File: src/rtl/seg_router_pkg.sv
package seg_router_pkg;

   typedef enum logic [1:0] {
      ACC_READ  = 2'd0,
      ACC_WRITE = 2'd1,
      ACC_FETCH = 2'd2,
      ACC_RSVD  = 2'd3
   } acc_e;

   typedef enum logic [3:0] {
      FLT_NONE   = 4'd0,
      FLT_MEMBUS = 4'd8,
      FLT_WRITE  = 4'd9,
      FLT_PORT   = 4'd10,
      FLT_READ   = 4'd12,
      FLT_EXEC   = 4'd14,
      FLT_SPACE  = 4'd15
   } fault_e;

   typedef enum logic [1:0] {
      SEL_RD = 2'd0,
      SEL_WR = 2'd1,
      SEL_EX = 2'd2,
      SEL_RL = 2'd3
   } attr_sel_e;

   typedef enum logic [1:0] {
      DST_NONE = 2'd0,
      DST_RAM  = 2'd1,
      DST_MEM  = 2'd2,
      DST_IO   = 2'd3
   } dest_e;

   typedef struct packed {
      logic rd;
      logic wr;
      logic ex;
   } perm_t;

endpackage

File: src/rtl/seg_addr_calc.sv
module seg_addr_calc #(
   parameter int ADDR_W     = 24,
   parameter bit INT_RAM_EN = 1'b1,
   parameter int RAM_BYTES  = 65536,
   parameter int EXT_BYTES  = 65536,
   parameter int IO_PORTS   = 1024,
   parameter int PROT_BYTES = 8192,
   parameter int PAGE_SH    = 7,
   parameter int PG_W       = 6,
   parameter int RAM_AW     = 16,
   parameter int PORT_W     = 10
) (
   input  logic [ADDR_W-1:0] seg_base,
   input  logic [ADDR_W-1:0] offset,
   output logic              ovf,
   output logic              neg,
   output logic              in_ram,
   output logic              ext_ok,
   output logic              port_ok,
   output logic              in_prot,
   output logic [PG_W-1:0]   page_idx,
   output logic [RAM_AW-1:0] ram_addr,
   output logic [ADDR_W-2:0] ext_addr,
   output logic [PORT_W-1:0] port
);
   localparam int MSB = ADDR_W - 1;
   localparam logic [ADDR_W-1:0] RAM_LIM  = ADDR_W'(RAM_BYTES);
   localparam logic [ADDR_W-1:0] EXT_LIM  = ADDR_W'(EXT_BYTES);
   localparam logic [ADDR_W-1:0] PORT_LIM = ADDR_W'(IO_PORTS);
   localparam logic [ADDR_W-1:0] PROT_LIM = ADDR_W'(PROT_BYTES);

   logic [ADDR_W-1:0] sum;
   logic [ADDR_W-1:0] ext_full;
   logic [ADDR_W-1:0] port_full;

   assign sum       = seg_base + offset;
   assign ovf       = (seg_base[MSB] == offset[MSB]) && (sum[MSB] != seg_base[MSB]);
   assign neg       = sum[MSB];
   assign port_full = ~sum;
   assign port_ok   = port_full < PORT_LIM;
   assign in_prot   = !sum[MSB] && (sum < PROT_LIM);
   assign page_idx  = sum[PAGE_SH+PG_W-1:PAGE_SH];
   assign ram_addr  = sum[RAM_AW-1:0];
   assign port      = port_full[PORT_W-1:0];

   generate
      if (INT_RAM_EN) begin : g_ram
         assign in_ram   = !sum[MSB] && (sum < RAM_LIM);
         assign ext_full = sum - RAM_LIM;
      end else begin : g_noram
         assign in_ram   = 1'b0;
         assign ext_full = sum;
      end
   endgenerate

   assign ext_ok   = !sum[MSB] && (ext_full < EXT_LIM);
   assign ext_addr = ext_full[ADDR_W-2:0];

endmodule

File: src/rtl/page_attr_file.sv
module page_attr_file
   import seg_router_pkg::*;
#(
   parameter int NUM_PAGES = 64,
   parameter int RL_W      = 2,
   parameter int PG_W      = 6
) (
   input  logic            clk,
   input  logic            rst_n,
   input  logic            upd_en,
   input  logic [PG_W-1:0] upd_page,
   input  attr_sel_e       upd_sel,
   input  logic            upd_bit,
   input  logic [RL_W-1:0] upd_rl,
   input  logic [PG_W-1:0] rd_page,
   output perm_t           rd_perm,
   output logic [RL_W-1:0] rd_rl
);
   perm_t           perm_q [NUM_PAGES];
   logic [RL_W-1:0] rl_q   [NUM_PAGES];

   always_ff @(posedge clk or negedge rst_n) begin
      if (!rst_n) begin
         for (int i = 0; i < NUM_PAGES; i++) begin
            perm_q[i] <= '{rd: 1'b1, wr: 1'b1, ex: 1'b1};
            rl_q[i]   <= '0;
         end
      end else if (upd_en) begin
         case (upd_sel)
            SEL_RD:  perm_q[upd_page].rd <= upd_bit;
            SEL_WR:  perm_q[upd_page].wr <= upd_bit;
            SEL_EX:  perm_q[upd_page].ex <= upd_bit;
            default: rl_q[upd_page]      <= upd_rl;
         endcase
      end
   end

   assign rd_perm = perm_q[rd_page];
   assign rd_rl   = rl_q[rd_page];

endmodule

File: src/rtl/page_perm_check.sv
module page_perm_check
   import seg_router_pkg::*;
#(
   parameter int RL_W = 2
) (
   input  acc_e            acc,
   input  logic            in_prot,
   input  perm_t           perm,
   input  logic [RL_W-1:0] page_rl,
   input  logic [RL_W-1:0] cur_rl,
   output logic            deny,
   output fault_e          code
);
   logic rl_bypass;
   assign rl_bypass = cur_rl <= page_rl;

   always_comb begin
      deny = 1'b0;
      code = FLT_NONE;
      if (in_prot) begin
         case (acc)
            ACC_FETCH: if (!perm.ex) begin
               deny = 1'b1;
               code = FLT_EXEC;
            end
            ACC_WRITE: if (!perm.wr && !rl_bypass) begin
               deny = 1'b1;
               code = FLT_WRITE;
            end
            default: if (!perm.rd && !rl_bypass) begin
               deny = 1'b1;
               code = FLT_READ;
            end
         endcase
      end
   end

endmodule

File: src/rtl/seg_addr_router.sv
module seg_addr_router
   import seg_router_pkg::*;
#(
   parameter int ADDR_W     = 24,
   parameter int DATA_W     = 32,
   parameter int PAGE_BYTES = 128,
   parameter int NUM_PAGES  = 64,
   parameter int RL_W       = 2,
   parameter bit INT_RAM_EN = 1'b1,
   parameter int RAM_BYTES  = 65536,
   parameter int EXT_BYTES  = 65536,
   parameter int IO_PORTS   = 1024
) (
   input  logic                           clk,
   input  logic                           rst_n,
   input  logic                           acc_valid,
   input  logic [1:0]                     acc_type,
   input  logic [ADDR_W-1:0]              seg_base,
   input  logic [ADDR_W-1:0]              offset,
   input  logic [RL_W-1:0]                cur_rl,
   input  logic [DATA_W-1:0]              wdata,
   input  logic                           attr_we,
   input  logic [$clog2(NUM_PAGES)-1:0]   attr_page,
   input  logic [1:0]                     attr_sel,
   input  logic                           attr_bit,
   input  logic [RL_W-1:0]                attr_rl,
   output logic                           ram_req,
   output logic [$clog2(RAM_BYTES)-1:0]   ram_addr,
   output logic                           mem_req,
   output logic [ADDR_W-2:0]              mem_addr,
   output logic                           io_req,
   output logic [$clog2(IO_PORTS)-1:0]    io_port,
   output logic                           bus_we,
   output logic [DATA_W-1:0]              bus_wdata,
   output logic                           fault_vld,
   output logic [3:0]                     fault_code
);
   localparam int PAGE_SH    = $clog2(PAGE_BYTES);
   localparam int PG_W       = $clog2(NUM_PAGES);
   localparam int PORT_W     = $clog2(IO_PORTS);
   localparam int RAM_AW     = $clog2(RAM_BYTES);
   localparam int PROT_BYTES = NUM_PAGES * PAGE_BYTES;

   if ((1 << PAGE_SH) != PAGE_BYTES) begin : g_bad_page
      $error("PAGE_BYTES must be a power of two");
   end
   if ((1 << PG_W) != NUM_PAGES) begin : g_bad_npages
      $error("NUM_PAGES must be a power of two");
   end
   if ((1 << RAM_AW) != RAM_BYTES) begin : g_bad_ram
      $error("RAM_BYTES must be a power of two");
   end
   if (PAGE_SH + PG_W > ADDR_W - 1) begin : g_bad_prot
      $error("protected span exceeds the positive address range");
   end
   if (longint'(RAM_BYTES) + longint'(EXT_BYTES) > (longint'(1) << (ADDR_W - 1))) begin : g_bad_span
      $error("RAM plus external span exceeds the positive address range");
   end

   acc_e              acc;
   logic              ea_ovf, ea_neg, in_ram, ext_ok, port_ok, in_prot;
   logic [PG_W-1:0]   page_idx;
   logic [RAM_AW-1:0] ram_addr_c;
   logic [ADDR_W-2:0] ext_addr_c;
   logic [PORT_W-1:0] port_c;
   perm_t             pg_perm;
   logic [RL_W-1:0]   pg_rl;
   logic              perm_deny;
   fault_e            perm_code;
   fault_e            flt_c;
   dest_e             dst_c;

   assign acc = acc_e'(acc_type);

   seg_addr_calc #(
      .ADDR_W(ADDR_W), .INT_RAM_EN(INT_RAM_EN), .RAM_BYTES(RAM_BYTES),
      .EXT_BYTES(EXT_BYTES), .IO_PORTS(IO_PORTS), .PROT_BYTES(PROT_BYTES),
      .PAGE_SH(PAGE_SH), .PG_W(PG_W), .RAM_AW(RAM_AW), .PORT_W(PORT_W)
   ) u_calc (
      .seg_base (seg_base),
      .offset   (offset),
      .ovf      (ea_ovf),
      .neg      (ea_neg),
      .in_ram   (in_ram),
      .ext_ok   (ext_ok),
      .port_ok  (port_ok),
      .in_prot  (in_prot),
      .page_idx (page_idx),
      .ram_addr (ram_addr_c),
      .ext_addr (ext_addr_c),
      .port     (port_c)
   );

   page_attr_file #(.NUM_PAGES(NUM_PAGES), .RL_W(RL_W), .PG_W(PG_W)) u_attr (
      .clk      (clk),
      .rst_n    (rst_n),
      .upd_en   (attr_we),
      .upd_page (attr_page),
      .upd_sel  (attr_sel_e'(attr_sel)),
      .upd_bit  (attr_bit),
      .upd_rl   (attr_rl),
      .rd_page  (page_idx),
      .rd_perm  (pg_perm),
      .rd_rl    (pg_rl)
   );

   page_perm_check #(.RL_W(RL_W)) u_perm (
      .acc     (acc),
      .in_prot (in_prot),
      .perm    (pg_perm),
      .page_rl (pg_rl),
      .cur_rl  (cur_rl),
      .deny    (perm_deny),
      .code    (perm_code)
   );

   // fault priority: address space, then bus range, then page permission
   always_comb begin
      flt_c = FLT_NONE;
      dst_c = DST_NONE;
      if (ea_ovf || (acc == ACC_FETCH && ea_neg)) begin
         flt_c = FLT_SPACE;
      end else if (ea_neg) begin
         if (port_ok) dst_c = DST_IO;
         else         flt_c = FLT_PORT;
      end else if (in_ram) begin
         dst_c = DST_RAM;
      end else if (ext_ok) begin
         dst_c = DST_MEM;
      end else begin
         flt_c = FLT_MEMBUS;
      end
      if (dst_c != DST_NONE && perm_deny) begin
         flt_c = perm_code;
         dst_c = DST_NONE;
      end
   end

   always_ff @(posedge clk or negedge rst_n) begin
      if (!rst_n) begin
         ram_req    <= 1'b0;
         mem_req    <= 1'b0;
         io_req     <= 1'b0;
         bus_we     <= 1'b0;
         bus_wdata  <= '0;
         fault_vld  <= 1'b0;
         fault_code <= FLT_NONE;
         ram_addr   <= '0;
         mem_addr   <= '0;
         io_port    <= '0;
      end else begin
         ram_req    <= acc_valid && dst_c == DST_RAM;
         mem_req    <= acc_valid && dst_c == DST_MEM;
         io_req     <= acc_valid && dst_c == DST_IO;
         bus_we     <= acc_valid && dst_c != DST_NONE && acc == ACC_WRITE;
         bus_wdata  <= (acc_valid && dst_c != DST_NONE && acc == ACC_WRITE) ? wdata : '0;
         fault_vld  <= acc_valid && flt_c != FLT_NONE;
         fault_code <= acc_valid ? flt_c : FLT_NONE;
         ram_addr   <= ram_addr_c;
         mem_addr   <= ext_addr_c;
         io_port    <= port_c;
      end
   end

endmodule

File: config.mk
export PLATFORM = sky130hd
export DESIGN_NAME = seg_addr_router
export DESIGN_NICKNAME = d
export VERILOG_FILES = /design/src/rtl/seg_router_pkg.sv /design/src/rtl/seg_addr_calc.sv /design/src/rtl/page_attr_file.sv /design/src/rtl/page_perm_check.sv /design/src/rtl/seg_addr_router.sv
export SDC_FILE = /design/constraint.sdc
export NUM_CORES = 1
export LEC_CHECK = 0
export ABC_AREA = 1
export BUFFER_PORTS_ARGS = -buffer_cell sky130_fd_sc_hd__buf_2
export CAP_MARGIN = 40
export CELL_PAD_IN_SITES_DETAIL_PLACEMENT = 1
export CELL_PAD_IN_SITES_GLOBAL_PLACEMENT = 2
export CORE_ASPECT_RATIO = 0.5
export CORE_MARGIN = 5
export CORE_UTILIZATION = 35
export CTS_CLUSTER_SIZE = 24
export DETAILED_ROUTE_END_ITERATION = 8
export MAX_ROUTING_LAYER = met4
export PLACE_DENSITY = 0.82
export SYNTH_ARGS = -nofsm -noshare
export SYNTH_HDL_FRONTEND = slang
export SYNTH_HIERARCHICAL = 1
export SYNTH_SLANG_ARGS = --single-unit
File: constraint.sdc
create_clock -name clk -period 3.1 [get_ports clk]
set_input_delay 0.155 -clock clk [delete_from_list [all_inputs] [get_ports clk]]
set_output_delay 0.155 -clock clk [all_outputs]
set_load 0.005 [all_outputs]
==> impl_metrics.tcl <==
set metrics [dict create \
    finalInstanceArea_um2 28660 \
    nets 3462 \
    holdPathEnd "mem_addr[6]" \
    cts_tree "yes" \
    fin_crit_ps 3457 \
    cts-htree-levels 2 \
    tns_ps -10860 \
    grt_pass1_vias 23340 \
    syn-num-nets 3143 \
    max_slew_margin 0.4158 \
    synth_cell_types 39 \
    crit_start "seg_base[0]" \
    fin_skew_ps 26.33 \
    synth_seq_area_share 0.4683 \
    dpl-instance-area_um2 25710 \
    power_leakage_nw 12.88 \
    synth_cells 3008 \
    r2r-end "bus_wdata[1]" \
    routed_via_density 5.269 \
    worst-r2r-setup-slack_ps 340 \
    cp-start-kind "input pin" \
    clk_path_buf_depth 3 \
    firstDrtPassIters 5 \
    die-area_um2 69530 \
    worstReg2RegStart "u_attr/perm_q[118]" \
    routabilityCongestion 0.8674 \
    maxCapViolCount 0 \
    clock_latency_ps 580 \
    grt_max_degree 83 \
    rsz0062_at_grt "yes" \
    syn_area_um2 22420 \
    cpPeakStageDelay_ps 340 \
    multi_input_area_um2 10860 \
    setup_ws_ps -356.9 \
    path_buf_inv 9 \
    cts_made_buffers 43 \
    crit_type "in -> reg" \
    fmax_ghz 0.2893 \
    report.final.slew_viol_count 0 \
    ir_drop_mv 0.3894 \
    min_path_type "in -> reg" \
    post_drt_wl_per_cell_um 21.10 \
    drtIter0Drc 1360 \
    cpMostUsedCell "nand3_2" \
    clkTransAtPathRegs_ps 70 \
    drc_errors 0 \
    worstMarginPinSlew_ps 874.3 \
    hpwl_mm 58.17 \
    row_count 65 \
    fillers 7737 \
    ys_warn_count 6 \
    pre_cts_ws_ps -1055 \
    grt.total_usage 0.2571 \
    antenna_found_initial 2 \
    utilization 0.4530 \
    crit_fanout 8 \
    min_period_over_period 1.115 \
    reg2regPathDepth 19 \
    start_util 0.3544 \
    root_buffer "clkbuf_16" \
    holdPathStages 4 \
    dieWidth_um 367.9 \
    yosys.area.top_type "dfrtp_1" \
    crit_path_end_kind "flop" \
    synth_top_area_frac 0.2433 \
    vias 22140 \
    syn2layout_area_growth_pct 27.84 \
    io_buffers 188 \
    violations "setup timing" \
    overflow 0 \
    seqCellArea_um2 10500 \
    outcome "finished, violations left" \
    cellPowerDensity_nw_per_um2 593.6 \
    cts_sinks 410 \
    setup_viol 40 \
    synth-seq-cells 410 \
    crit_family "simple AND/OR/NAND/NOR gates" \
    hold_start "seg_base[6]" \
    slowest_stage "fa_2" \
    hold_viol 0 \
    core-area_um2 63270 \
    grt_pass1_wl_mm 137.4 \
    die_h_um 189.0 \
    final_layout_size_suffix_gt1_frac 0.2678 \
    ys_top_cells_by_area "dfrtp_1, dfstp_2, nand2_1" \
    io_pins 189 \
    worstPathArrival_ps 3960 \
    routed_wirelength_mm 88.65 \
    syn_area_per_cell_um2 7.454 \
    required_ps 3600 \
    ant_nets 0 \
]
## logic make-up after synthesis
group | synth area share
adders and majority gates | 0.02042
DFF | 0.4683
and+or+nand+nor | 0.2855
buffers and inverters | 0.08237
xor gates and xnor gates | 0.005469
AOI/OAI and AO/OA | 0.1379
## metal layers
metal,track usage,wire (um),vias up
met3,0.03101,4284,129
met5,-,0,-
li1,-,-,10360
met4,0.05463,1934,0
met1,0.3378,40390,11140
met2,0.4311,42040,511
## placed cells by master (no fill, tap or decap), types with 24 or more instances in the layout
cell type	instances
inv_2	25
dfrtp_1	218
o21ai_0	438
o22ai_1	32
dfstp_2	192
nor2_2	28
o21ai_1	45
inv_1	238
a21oi_1	75
nor2_1	122
buf_2	185
nor2_4	35
dlygate4sd3_1	36
buf_12	31
nand3_2	53
ha_1	24
clkbuf_16	47
nand2_2	32
nand3_1	252
nand2_1	932
buf_4	176
## how the worst max path moves through the flow
stage                    end  slack, ps  cells after the start
3_3_place_gp    bus_wdata[1]       -970                     31
2_1_floorplan  bus_wdata[22]       -480                     31
5_1_grt         bus_wdata[1]       -460                     32
4_1_cts         bus_wdata[1]       -210                     32
3_5_place_dp   bus_wdata[31]      -1050                     31
6_report        bus_wdata[1]       -360                     32
## sequential cells by signal, indices dropped and copies added, names as in the netlist
| name | count |
|---|---|
| bus_wdata | 32 |
| bus_we | 1 |
| fault_code | 4 |
| fault_vld | 1 |
| io_port | 10 |
| io_req | 1 |
| mem_addr | 23 |
| mem_req | 1 |
| ram_addr | 16 |
| ram_req | 1 |
| u_attr/perm_q | 192 |
| u_attr/rl_q | 128 |
## worst min-delay path: cells and delay by family
| kind | cells | cell delay [ps] |
|---|---|---|
| buffers and inverters | 2 | 210 |
| adders and majority gates | 1 | 150 |
| xor gates and xnor gates | 1 | 80 |
## power breakdown
group | switching [W] | leakage (nW) | internal (W)
clock network | 0.00235 | 0.730 | 0.00326
logic | 0.00312 | 7.26 | 0.00197
registers | 0.000254 | 4.90 | 0.00606
total | 0.00572 | 12.9 | 0.0113
## final cells by class
class	count	share of cell area
Multi-Input combinational cell	2149	0.3788
Sequential cell	410	0.3663
Timing Repair Buffer	452	0.1290
Clock buffer	71	0.04767
Tap cell	837	0.03654
Inverter	268	0.03592
Clock inverter	8	0.004147
Timing Repair inverter	3	0.001266
Antenna cell	4	0.0003492
## cell usage after synthesis (all sizes together)
| library cell | number |
|---|---|
| nand2 | 968 |
| o21ai | 484 |
| nand3 | 313 |
| inv | 265 |
| dfrtp | 218 |
| dfstp | 192 |
| nor2 | 185 |
| clkbuf | 101 |
| a21oi | 80 |
| buf | 80 |
| ha | 35 |
| o22ai | 32 |
| nor3 | 13 |
| nand4 | 9 |
| xor2 | 8 |
| xnor2 | 6 |
| a31oi | 4 |
| clkinv | 3 |
| nand3b | 3 |
| o21bai | 2 |
| or2 | 2 |
| a211oi | 1 |
| and2 | 1 |
| fa | 1 |
| nor4 | 1 |
| o211ai | 1 |
## stage by stage
step           std cells  hold slack, ps  power, W
2_1_floorplan       3008          -140.6  0.008976
6_report            4202           75.92   0.01701
4_1_cts             4191           49.65   0.01702
3_5_place_dp        4057           206.5   0.01091
5_1_grt             4200           81.78   0.01791
3_3_place_gp        4056           206.8   0.01080
## repair_timing
item,CTS,global route
resized for setup,80,77
endpoints found under the setup margin,41,41
cloned,11,0
hold buffers,36,0
pin swaps,27,19
endpoints found under the hold margin,98,0
setup buffers,8,8
(Power assumes the default switching activity.)
